File: config.mk
export PLATFORM = sky130hd
export DESIGN_NAME = dram_init_seq
export DESIGN_NICKNAME = d
export VERILOG_FILES = /design/src/rtl/dram_init_pkg.sv /design/src/rtl/dram_init_timer.sv /design/src/rtl/dram_init_mrsel.sv /design/src/rtl/dram_init_seq.sv
export SDC_FILE = /design/constraint.sdc
export NUM_CORES = 1
export LEC_CHECK = 0
export ABC_AREA = 1
export BUFFER_PORTS_ARGS = -buffer_cell sky130_fd_sc_hd__buf_2
export CAP_MARGIN = 20
export CORE_ASPECT_RATIO = 1.75
export CORE_MARGIN = 4
export CORE_UTILIZATION = 40
export CTS_CLUSTER_SIZE = 30
export DETAILED_ROUTE_END_ITERATION = 10
export GPL_ROUTABILITY_DRIVEN = 0
export PLACE_DENSITY = 0.57
export SKIP_LAST_GASP = 1
export SLEW_MARGIN = 40
export SYNTH_ARGS = -nofsm -noshare
export SYNTH_HDL_FRONTEND = slang
export SYNTH_SLANG_ARGS = --single-unit
File: constraint.sdc
create_clock -name clk -period 3.1 [get_ports clk]
set_clock_uncertainty 0.05 [all_clocks]
set_input_delay 0 -clock clk [delete_from_list [all_inputs] [get_ports clk]]
set_output_delay 0 -clock clk [all_outputs]
set_load 0.02 [all_outputs]
File: src/rtl/dram_init_pkg.sv
package dram_init_pkg;

    typedef enum logic [3:0] {
        CMD_MRS = 4'b0000,
        CMD_ZQC = 4'b0110,
        CMD_NOP = 4'b0111
    } cmd_e;

    typedef enum logic [2:0] {
        ST_RST,
        ST_XPR,
        ST_MRS,
        ST_MOD,
        ST_ZQW,
        ST_DONE
    } state_e;

    localparam int DLL_RST_BIT = 8;
    localparam int ZQ_LONG_BIT = 10;

    function automatic int ns_to_cyc(input int ns, input int tck_ps);
        return (ns * 1000 + tck_ps - 1) / tck_ps;
    endfunction

    function automatic int max_int(input int a, input int b);
        return (a > b) ? a : b;
    endfunction

    // write slot -> mode register number (MR2, MR3, MR1, MR0)
    function automatic logic [1:0] mr_of_slot(input logic [1:0] slot);
        case (slot)
            2'd0:    return 2'd2;
            2'd1:    return 2'd3;
            2'd2:    return 2'd1;
            default: return 2'd0;
        endcase
    endfunction

endpackage

File: src/rtl/dram_init_timer.sv
module dram_init_timer #(
    parameter int W = 10
) (
    input  logic         clk,
    input  logic         rst,
    input  logic         load,
    input  logic [W-1:0] load_val,
    output logic         zero_o
);
    logic [W-1:0] cnt;

    always_ff @(posedge clk) begin
        if (rst)
            cnt <= '0;
        else if (load)
            cnt <= load_val;
        else if (cnt != '0)
            cnt <= cnt - 1'b1;
    end

    assign zero_o = (cnt == '0);


    timer_load_chk: assert property (@(posedge clk) disable iff (rst)
        (load && load_val != '0) |=> !zero_o);
endmodule

File: src/rtl/dram_init_mrsel.sv
module dram_init_mrsel
    import dram_init_pkg::*;
#(
    parameter int ADDR_W = 14,
    parameter int BA_W   = 3,
    parameter logic [ADDR_W-1:0] MR0_VAL = '0,
    parameter logic [ADDR_W-1:0] MR1_VAL = '0,
    parameter logic [ADDR_W-1:0] MR2_VAL = '0,
    parameter logic [ADDR_W-1:0] MR3_VAL = '0
) (
    input  logic [1:0]        slot,
    output logic [BA_W-1:0]   ba_o,
    output logic [ADDR_W-1:0] addr_o
);
    logic [1:0] mr_num;

    assign mr_num = mr_of_slot(slot);
    assign ba_o   = BA_W'(mr_num);

    always_comb begin
        case (mr_num)
            2'd0: begin
                addr_o = MR0_VAL;
                addr_o[DLL_RST_BIT] = 1'b1;
            end
            2'd1:    addr_o = MR1_VAL;
            2'd2:    addr_o = MR2_VAL;
            default: addr_o = MR3_VAL;
        endcase
    end
endmodule

File: src/rtl/dram_init_seq.sv
module dram_init_seq
    import dram_init_pkg::*;
#(
    parameter int TCK_PS        = 1250,
    parameter int ADDR_W        = 14,
    parameter int BA_W          = 3,
    parameter int RFC_NS        = 110,
    parameter int XPR_EXTRA_NS  = 10,
    parameter int XPR_MIN_CK    = 5,
    parameter int MRD_CK        = 4,
    parameter int MOD_NS        = 15,
    parameter int MOD_MIN_CK    = 12,
    parameter int ZQINIT_NS     = 640,
    parameter int ZQINIT_MIN_CK = 512,
    parameter int DLLK_CK       = 512,
    parameter logic [ADDR_W-1:0] MR0_VAL = 14'h0070,
    parameter logic [ADDR_W-1:0] MR1_VAL = 14'h0044,
    parameter logic [ADDR_W-1:0] MR2_VAL = 14'h0018,
    parameter logic [ADDR_W-1:0] MR3_VAL = 14'h0000
) (
    input  logic              clk,
    input  logic              rst,
    output logic              cke_o,
    output logic [3:0]        cmd_o,
    output logic [BA_W-1:0]   ba_o,
    output logic [ADDR_W-1:0] addr_o,
    output logic              done_o
);
    localparam int T_XPR  = max_int(XPR_MIN_CK, ns_to_cyc(RFC_NS + XPR_EXTRA_NS, TCK_PS));
    localparam int T_MRD  = MRD_CK;
    localparam int T_MOD  = max_int(MOD_MIN_CK, ns_to_cyc(MOD_NS, TCK_PS));
    localparam int T_ZQ   = max_int(ZQINIT_MIN_CK, ns_to_cyc(ZQINIT_NS, TCK_PS));
    localparam int T_DLLK = DLLK_CK;
    localparam int T_MAX  = max_int(max_int(T_XPR, T_MOD), max_int(T_ZQ, T_DLLK));
    localparam int CNT_W  = $clog2(T_MAX + 1);

    state_e            st;
    logic [1:0]        slot;
    logic              seq_zero, dll_zero;
    logic              ld_seq, ld_dll;
    logic [CNT_W-1:0]  ld_val;
    logic              issue_mrs, issue_zq;
    logic [BA_W-1:0]   mr_ba;
    logic [ADDR_W-1:0] mr_addr;
    cmd_e              cmd_q;

    dram_init_timer #(.W(CNT_W)) u_seq_tmr (
        .clk(clk), .rst(rst), .load(ld_seq), .load_val(ld_val), .zero_o(seq_zero)
    );

    dram_init_timer #(.W(CNT_W)) u_dll_tmr (
        .clk(clk), .rst(rst), .load(ld_dll),
        .load_val(CNT_W'(T_DLLK - 1)), .zero_o(dll_zero)
    );

    dram_init_mrsel #(
        .ADDR_W(ADDR_W), .BA_W(BA_W),
        .MR0_VAL(MR0_VAL), .MR1_VAL(MR1_VAL), .MR2_VAL(MR2_VAL), .MR3_VAL(MR3_VAL)
    ) u_mrsel (
        .slot(slot), .ba_o(mr_ba), .addr_o(mr_addr)
    );

    always_comb begin
        issue_mrs = ((st == ST_XPR) || (st == ST_MRS)) && seq_zero;
        issue_zq  = (st == ST_MOD) && seq_zero;
        ld_seq    = 1'b0;
        ld_dll    = 1'b0;
        ld_val    = '0;
        if (st == ST_RST) begin
            ld_seq = 1'b1;
            ld_val = CNT_W'(T_XPR - 1);
        end else if (issue_mrs) begin
            ld_seq = 1'b1;
            if (slot == 2'd3) begin
                ld_val = CNT_W'(T_MOD - 1);
                ld_dll = 1'b1;
            end else begin
                ld_val = CNT_W'(T_MRD - 1);
            end
        end else if (issue_zq) begin
            ld_seq = 1'b1;
            ld_val = CNT_W'(T_ZQ - 1);
        end
    end

    always_ff @(posedge clk) begin
        if (rst) begin
            st     <= ST_RST;
            slot   <= 2'd0;
            cke_o  <= 1'b0;
            cmd_q  <= CMD_NOP;
            ba_o   <= '0;
            addr_o <= '0;
            done_o <= 1'b0;
        end else begin
            cmd_q  <= CMD_NOP;
            ba_o   <= '0;
            addr_o <= '0;
            case (st)
                ST_RST: begin
                    cke_o <= 1'b1;
                    st    <= ST_XPR;
                end
                ST_XPR, ST_MRS: begin
                    if (issue_mrs) begin
                        cmd_q  <= CMD_MRS;
                        ba_o   <= mr_ba;
                        addr_o <= mr_addr;
                        slot   <= slot + 2'd1;
                        st     <= (slot == 2'd3) ? ST_MOD : ST_MRS;
                    end
                end
                ST_MOD: begin
                    if (issue_zq) begin
                        cmd_q  <= CMD_ZQC;
                        addr_o[ZQ_LONG_BIT] <= 1'b1;
                        st     <= ST_ZQW;
                    end
                end
                ST_ZQW: begin
                    if (seq_zero && dll_zero) begin
                        done_o <= 1'b1;
                        st     <= ST_DONE;
                    end
                end
                default: done_o <= 1'b1;
            endcase
        end
    end

    assign cmd_o = cmd_q;


    reset_idle_chk: assert property (@(posedge clk)
        rst |=> (!cke_o && cmd_o == CMD_NOP && !done_o && ba_o == '0 && addr_o == '0));

    cmd_needs_cke_chk: assert property (@(posedge clk) disable iff (rst)
        (cmd_o != CMD_NOP) |-> cke_o);

    single_cmd_cycle_chk: assert property (@(posedge clk) disable iff (rst)
        (cmd_o != CMD_NOP) |=> (cmd_o == CMD_NOP));

    mr0_dll_reset_chk: assert property (@(posedge clk) disable iff (rst)
        (cmd_o == CMD_MRS && ba_o == '0) |-> addr_o[DLL_RST_BIT]);

    zq_long_chk: assert property (@(posedge clk) disable iff (rst)
        (cmd_o == CMD_ZQC) |-> (addr_o[ZQ_LONG_BIT] && ba_o == '0));

    done_sticky_chk: assert property (@(posedge clk) disable iff (rst)
        done_o |=> done_o);

    quiet_after_done_chk: assert property (@(posedge clk) disable iff (rst)
        done_o |-> (cmd_o == CMD_NOP));
endmodule

==> flow_summary.ini, run 1 <==
[route]
drt-initial-drc-count = 31
drc = 0
wl_met2_um = 2080
drtPass1Iterations = 4
route.met3.wl_um = 96
wirelength_um = 3580
postRouteAntennaNets = 0
wl_met1_um = 1330
detail_route.wl_per_cell_um = 11.2
dr_total_vias = 1509
via_per_inst = 4.72
routed.top_layer = met4

[worst_setup_path]
slowest_stage = nor2_2
critPathMaxFanout = 11
worst_path_dominant_cell_family = simple AND/OR/NAND/NOR gates
end_kind = flop
cpMostUsedCell = nand2_1
cpPeakStageDelay_ps = 540
start_kind = flop
cp_data_required_time_ps = 3220
arrival_ps = 2120
crit_chain = inv_1, ha_1, nand3_1, nor2_2, nand2_1, nand2_1, inv_1, nand2_1, a21oi_1
worst-setup-path-type = flop to flop
worst-path-buf-inv = 2

[logic_synthesis]
synthMuxAreaShare = 0
synthSimpleGateAreaFrac = 0.312
yosys.area.top_type = dfxtp_1
synth_seq_cells = 37
synth_edf_count = 0
ys_async_sr_fraction = 0
avgSynthCellArea_um2 = 7.50
ys_seq_area_frac = 0.393
synth-adder-area-share = 0.0532
ys_warn_count = 0
synth_xor_area_frac = 0.0419
synth_cell_types = 30
synth_top_area_share = 0.393
netlist_area_um2 = 1880
synth_cells = 251
synth_ff_type = dfxtp_1
synth_area_leaders = dfxtp_1 39%, nand2_1 7.6%, nor2_1 7.0%
synth_compound_area_frac = 0.0711
synth_top_family_by_area = simple AND/OR/NAND/NOR gates

[timing]
final-hold-violation-count = 0
fin_crit_sh = 0.643
fmaxAchievable_ghz = 0.502
maxSlewViolCount = 0
worst_pin_slew_ps = 655
finalCriticalPeriod_ps = 1990
fin_tns_setup_ps = 0
slew_headroom = 0.563
rsz0062_at_grt = no
setup_viol = 0
postLayoutSetupSlackWorst_ps = 1110

[clock_tree]
cts_setup_buffers = 0
cts_resized = 0
cts_root_buffer = clkbuf_8
cts_max_path_buffers = 2
clock_latency_ps = 290
cts_buffers = 5
cts_hold_buffers = 1
cts_tree = yes
htree_levels = 2
clk_pin_slew_ps = 70
cts_num_sinks = 37

[global_routing]
gr-total-overflow = 0
grt_pass1_vias = 1468
grt_pass1_wl_um = 6110
antenna_found_initial = 0
grt_max_degree = 16
grt_usage = 0.134

[floorplan]
die_width_um = 59.9
initial_core_util = 0.420
die_area_um2 = 5910
ios = 25
rows = 32
die_y_um = 98.8
coreArea_um2 = 4480

[place]
io_buffers = 15
dp_hpwl_um = 2820
pre_cts_slack_ps = 1120

[status]
status = finished, final reports clean

[pwr]
power_leakage_nw = 1.02
max-vdd-ir-drop_uv = 493
powerDensity_nw_per_um2 = 1030

[final_layout]
drive_above_1_share = 0.167
n_fill_cell = 480
nets = 278
antenna_cells = 0
area_growth_pct = 11.4

[job]
drv_cap = 0

[worst_hold_path]
min_path_type = flop to flop
==> path summary, 6_finish.rpt <==
kind,end,startpoint,cells after the start,slack (ps)
hold / removal,cke_o,cke_o,2,400
hold reg to reg,cke_o,cke_o,2,400
setup / recovery,u_seq_tmr.cnt[8],u_seq_tmr.cnt[0],9,1110
setup reg to reg,u_seq_tmr.cnt[8],u_seq_tmr.cnt[0],9,1110
==> worst register-to-register path: stages, from the launching register on <==
cell and delay (ps):
dfxtp_1 320, inv_1 110, ha_1 160, nand3_1 90, nor2_2 540, nand2_1 190
nand2_1 120, inv_1 140, nand2_1 110, a21oi_1 60
==> cell usage after synthesis (2+ instances only) <==
cell type  count
inv_2          2
nand4_1        4
o21ai_1        4
xor2_1         6
inv_1         32
a21oi_1       15
nand2_2        7
a31oi_1        3
xnor2_1        3
nand2_1       38
nand3_1       18
ha_1           8
nand3_2        2
nor3_2         2
nor2_2         5
o211ai_1       2
nand2_4        2
clkinv_1       2
dfxtp_1       37
buf_4         11
nor2_1        35
nor3_1         5
==> per-layer routing <==
| layer | global-route usage | vias up |
|---|---|---|
| met5 | 0 | - |
| met3 | 0.0328 | 5 |
| met1 | 0.128 | 681 |
| met4 | 0.0512 | 0 |
| met2 | 0.257 | 18 |
| li1 | - | 805 |
==> cells in the final DEF, fill, tap and decap left out, types with 6 or more instances in the layout <==
master and n:
ha_1 8, xor2_1 6, dfxtp_1 37, inv_1 32, nand3_1 18, nor2_1 35, nand2_1 38, conb_1 9
nand2_2 7, a21oi_1 15, buf_2 15
==> final cells by class <==
class                      instances  area, µm²  area share
sequential                        37        741       0.353
clock inverter                     3       68.8      0.0328
clock buffer                       5       68.8      0.0328
multi-input combinational        172        935       0.446
tap                               51       63.8      0.0304
inverter                          36        135      0.0644
timing repair buffer              16       85.1      0.0406
==> flip-flops by register name, summed over array words and instances, names as in the netlist <==
name / count
addr_o: 6
ba_o: 2
cke_o: 1
cmd_o: 2
done_o: 1
slot: 2
st: 3
u_dll_tmr.cnt: 10
u_seq_tmr.cnt: 10
==> power by group <==
part	switching [mW]	leakage, nW	internal (mW)	total [mW]
combinational	0.606	0.646	0.337	0.944
sequential	0.110	0.303	0.602	0.711
clock	0.179	0.0687	0.324	0.503
total	0.895	1.02	1.26	2.16
==> cell families after synthesis <==
kind of cell,count (synthesis)
adders and majority gates,8
xor gates and xnor gates,9
and+or+nand+nor,121
other,1
buffers and inverters,50
AOI/OAI and AO/OA,25
DFF,37
==> metrics by stage <==
step | hold WS (ps) | total power [mW] | instance area (µm²) | std cells | utilization
finish | 398 | 2.16 | 2100 | 320 | 0.468
global route | 446 | 2.35 | 2100 | 320 | 0.468
CTS | 400 | 2.18 | 2100 | 320 | 0.468
detailed placement | 286 | 1.67 | 1950 | 311 | 0.435
global placement | 280 | 1.67 | 1950 | 311 | 0.435
floorplan | 213 | 1.51 | 1910 | 259 | -
No activity file was read; power rests on OpenSTA's default activity.
==> run 2, diff against run 1 <==
--- a/config.mk
+++ b/config.mk
@@ -14,7 +14,7 @@
 export CTS_CLUSTER_SIZE = 30
 export DETAILED_ROUTE_END_ITERATION = 10
 export GPL_ROUTABILITY_DRIVEN = 0
-export PLACE_DENSITY = 0.57
+export PLACE_DENSITY = 0.59
 export SKIP_LAST_GASP = 1
 export SLEW_MARGIN = 40
 export SYNTH_ARGS = -nofsm -noshare
==> constraint.sdc (replaced) <==
create_clock -name clk -period 1.6 [get_ports clk]
set_clock_uncertainty 0.05 [all_clocks]
set_input_delay 0 -clock clk [delete_from_list [all_inputs] [get_ports clk]]
set_output_delay 0 -clock clk [all_outputs]
set_load 0.02 [all_outputs]
==> run 2 against run 1 <==
Net effect:
- worst setup slack got worse by 970 ps
- combinational power is 110% higher
- critical path type unchanged
- hold slack improved by 0.68 ps
- fmax is 36% higher
- highest routed layer unchanged
==> flow_summary.ini, run 2 (synthesis results as in run 1) <==
[status]
status = finished, final reports clean

[floorplan]
die_width_um = 59.9
initial_core_util = 0.420
rows = 32
coreArea_um2 = 4480
die_area_um2 = 5910
die_y_um = 98.8
ios = 25

[final_layout]
layout_commonest_cell = nand2_1
largestRegisters = u_dll_tmr.cnt x10, u_seq_tmr.cnt x10, addr_o x6
layout_common_cells = 38 x nand2_1, 35 x dfxtp_1, 34 x nor2_1
final_util = 0.484
area_growth_pct = 15.3
nets = 285
antenna_cells = 0
drive_above_1_share = 0.214
fin_cells = 327

[global_routing]
gr-total-overflow = 0
grt_pass1_vias = 1519
antenna_found_initial = 0
grt_pass1_wl_um = 6490
grt_usage = 0.141
grt_max_degree = 13

[clock_tree]
clock_latency_ps = 300
cts_buffers = 5
cts_num_sinks = 37
cts_max_path_buffers = 2
htree_levels = 2
cts_root_buffer = clkbuf_8
clk_pin_slew_ps = 70
cts_tree = yes

[timing]
final-hold-violation-count = 0
fin_crit_sh = 0.914
hold_slack_ps = 399
maxSlewViolCount = 0
fin_tns_setup_ps = 0
fmaxAchievable_ghz = 0.684
rsz0062_at_grt = no
finalCriticalPeriod_ps = 1460
setup_viol = 0

[route]
drtPass1Iterations = 4
postRouteAntennaNets = 0
dr_total_vias = 1553
wirelength_um = 3660
detail_route.wl_per_cell_um = 11.2
via_per_inst = 4.75
drc = 0
drt-initial-drc-count = 35

[worst_hold_path]
min_path_type = flop to flop
min_from = cke_o

[worst_setup_path]
startpoint = u_seq_tmr.cnt[0]
end_kind = flop
cp_data_required_time_ps = 1730
arrival_ps = 1600
worst-setup-path-type = flop to flop
start_kind = flop
critPathMaxFanout = 4
r2r_start = u_seq_tmr.cnt[0]

[pwr]
p_total_mw = 4.23
power_leakage_nw = 1.05
intPower_mw = 2.42
pwr-share-seq = 0.325
power_frac_comb = 0.474
switching_share = 0.427
clkPwrFrac = 0.201
powerDensity_nw_per_um2 = 1950
p_sw_mw = 1.81
max-vdd-ir-drop_uv = 927

[job]
drv_cap = 0

[place]
dp.cells = 318
io_buffers = 15
dp_hpwl_um = 2910
==> run 2: through the flow <==
stage | setup WS (ps) | instance area [µm²]
final | 137 | 2170
after global routing | 0.219 | 2170
after CTS | 11.0 | 2130
after detailed placement | 22.8 | 2000
after global placement | 46.9 | 2000
after floorplan | 157 | 1910
==> run 2: final cells by class <==
cell class / instances / area (µm²)
clock buffers: 6 / 82.6
clock inverters: 2 / 37.5
fillers: 469 / 2310
inverters: 36 / 135
multi-input cells: 172 / 972
flip-flops and latches: 37 / 743
well taps: 51 / 63.8
repair buffers: 23 / 138
==> run 2: layer usage <==
layer,GRT usage,routed length (µm)
met3,0.0275,101
met2,0.254,2060
met4,0.0666,128
met5,0,0
met1,0.147,1370
==> run 2: worst max-delay path, stage by stage, from the launching register on <==
cell and delay, ps:
dfxtp_2 340, inv_1 50, ha_1 200, nand3_2 90, nor2_4 50, buf_4 150, nand2_4 70, nand2_2 60
inv_1 80, nand2_1 50, nor2_1 120, nor2_2 40
==> run 2: timing repair <==
item / in CTS / in global routing
gates resized for setup: 0 / 11
setup buffers: 0 / 0
endpoints found under the setup margin: 0 / 20
endpoints found under the hold margin: 9 / 0
hold buffers: 1 / 0
==> run 2: worst paths after layout <==
path                            to  slack (ps)  cells past startpoint
hold / removal               cke_o         400                      2
setup reg to reg  u_seq_tmr.cnt[3]         140                     11
hold reg to reg              cke_o         400                      2
setup / recovery  u_seq_tmr.cnt[3]         140                     11
==> run 2: power groups by stage <==
stage / logic, mW / registers [mW] / clock network, mW
finish: 2.01 / 1.38 / 0.849
global route: 2.31 / 1.41 / 0.913
CTS: 1.93 / 1.37 / 0.872
detailed placement: 1.92 / 1.39 / 0
global placement: 1.91 / 1.39 / 0
floorplan: 1.55 / 1.37 / 0
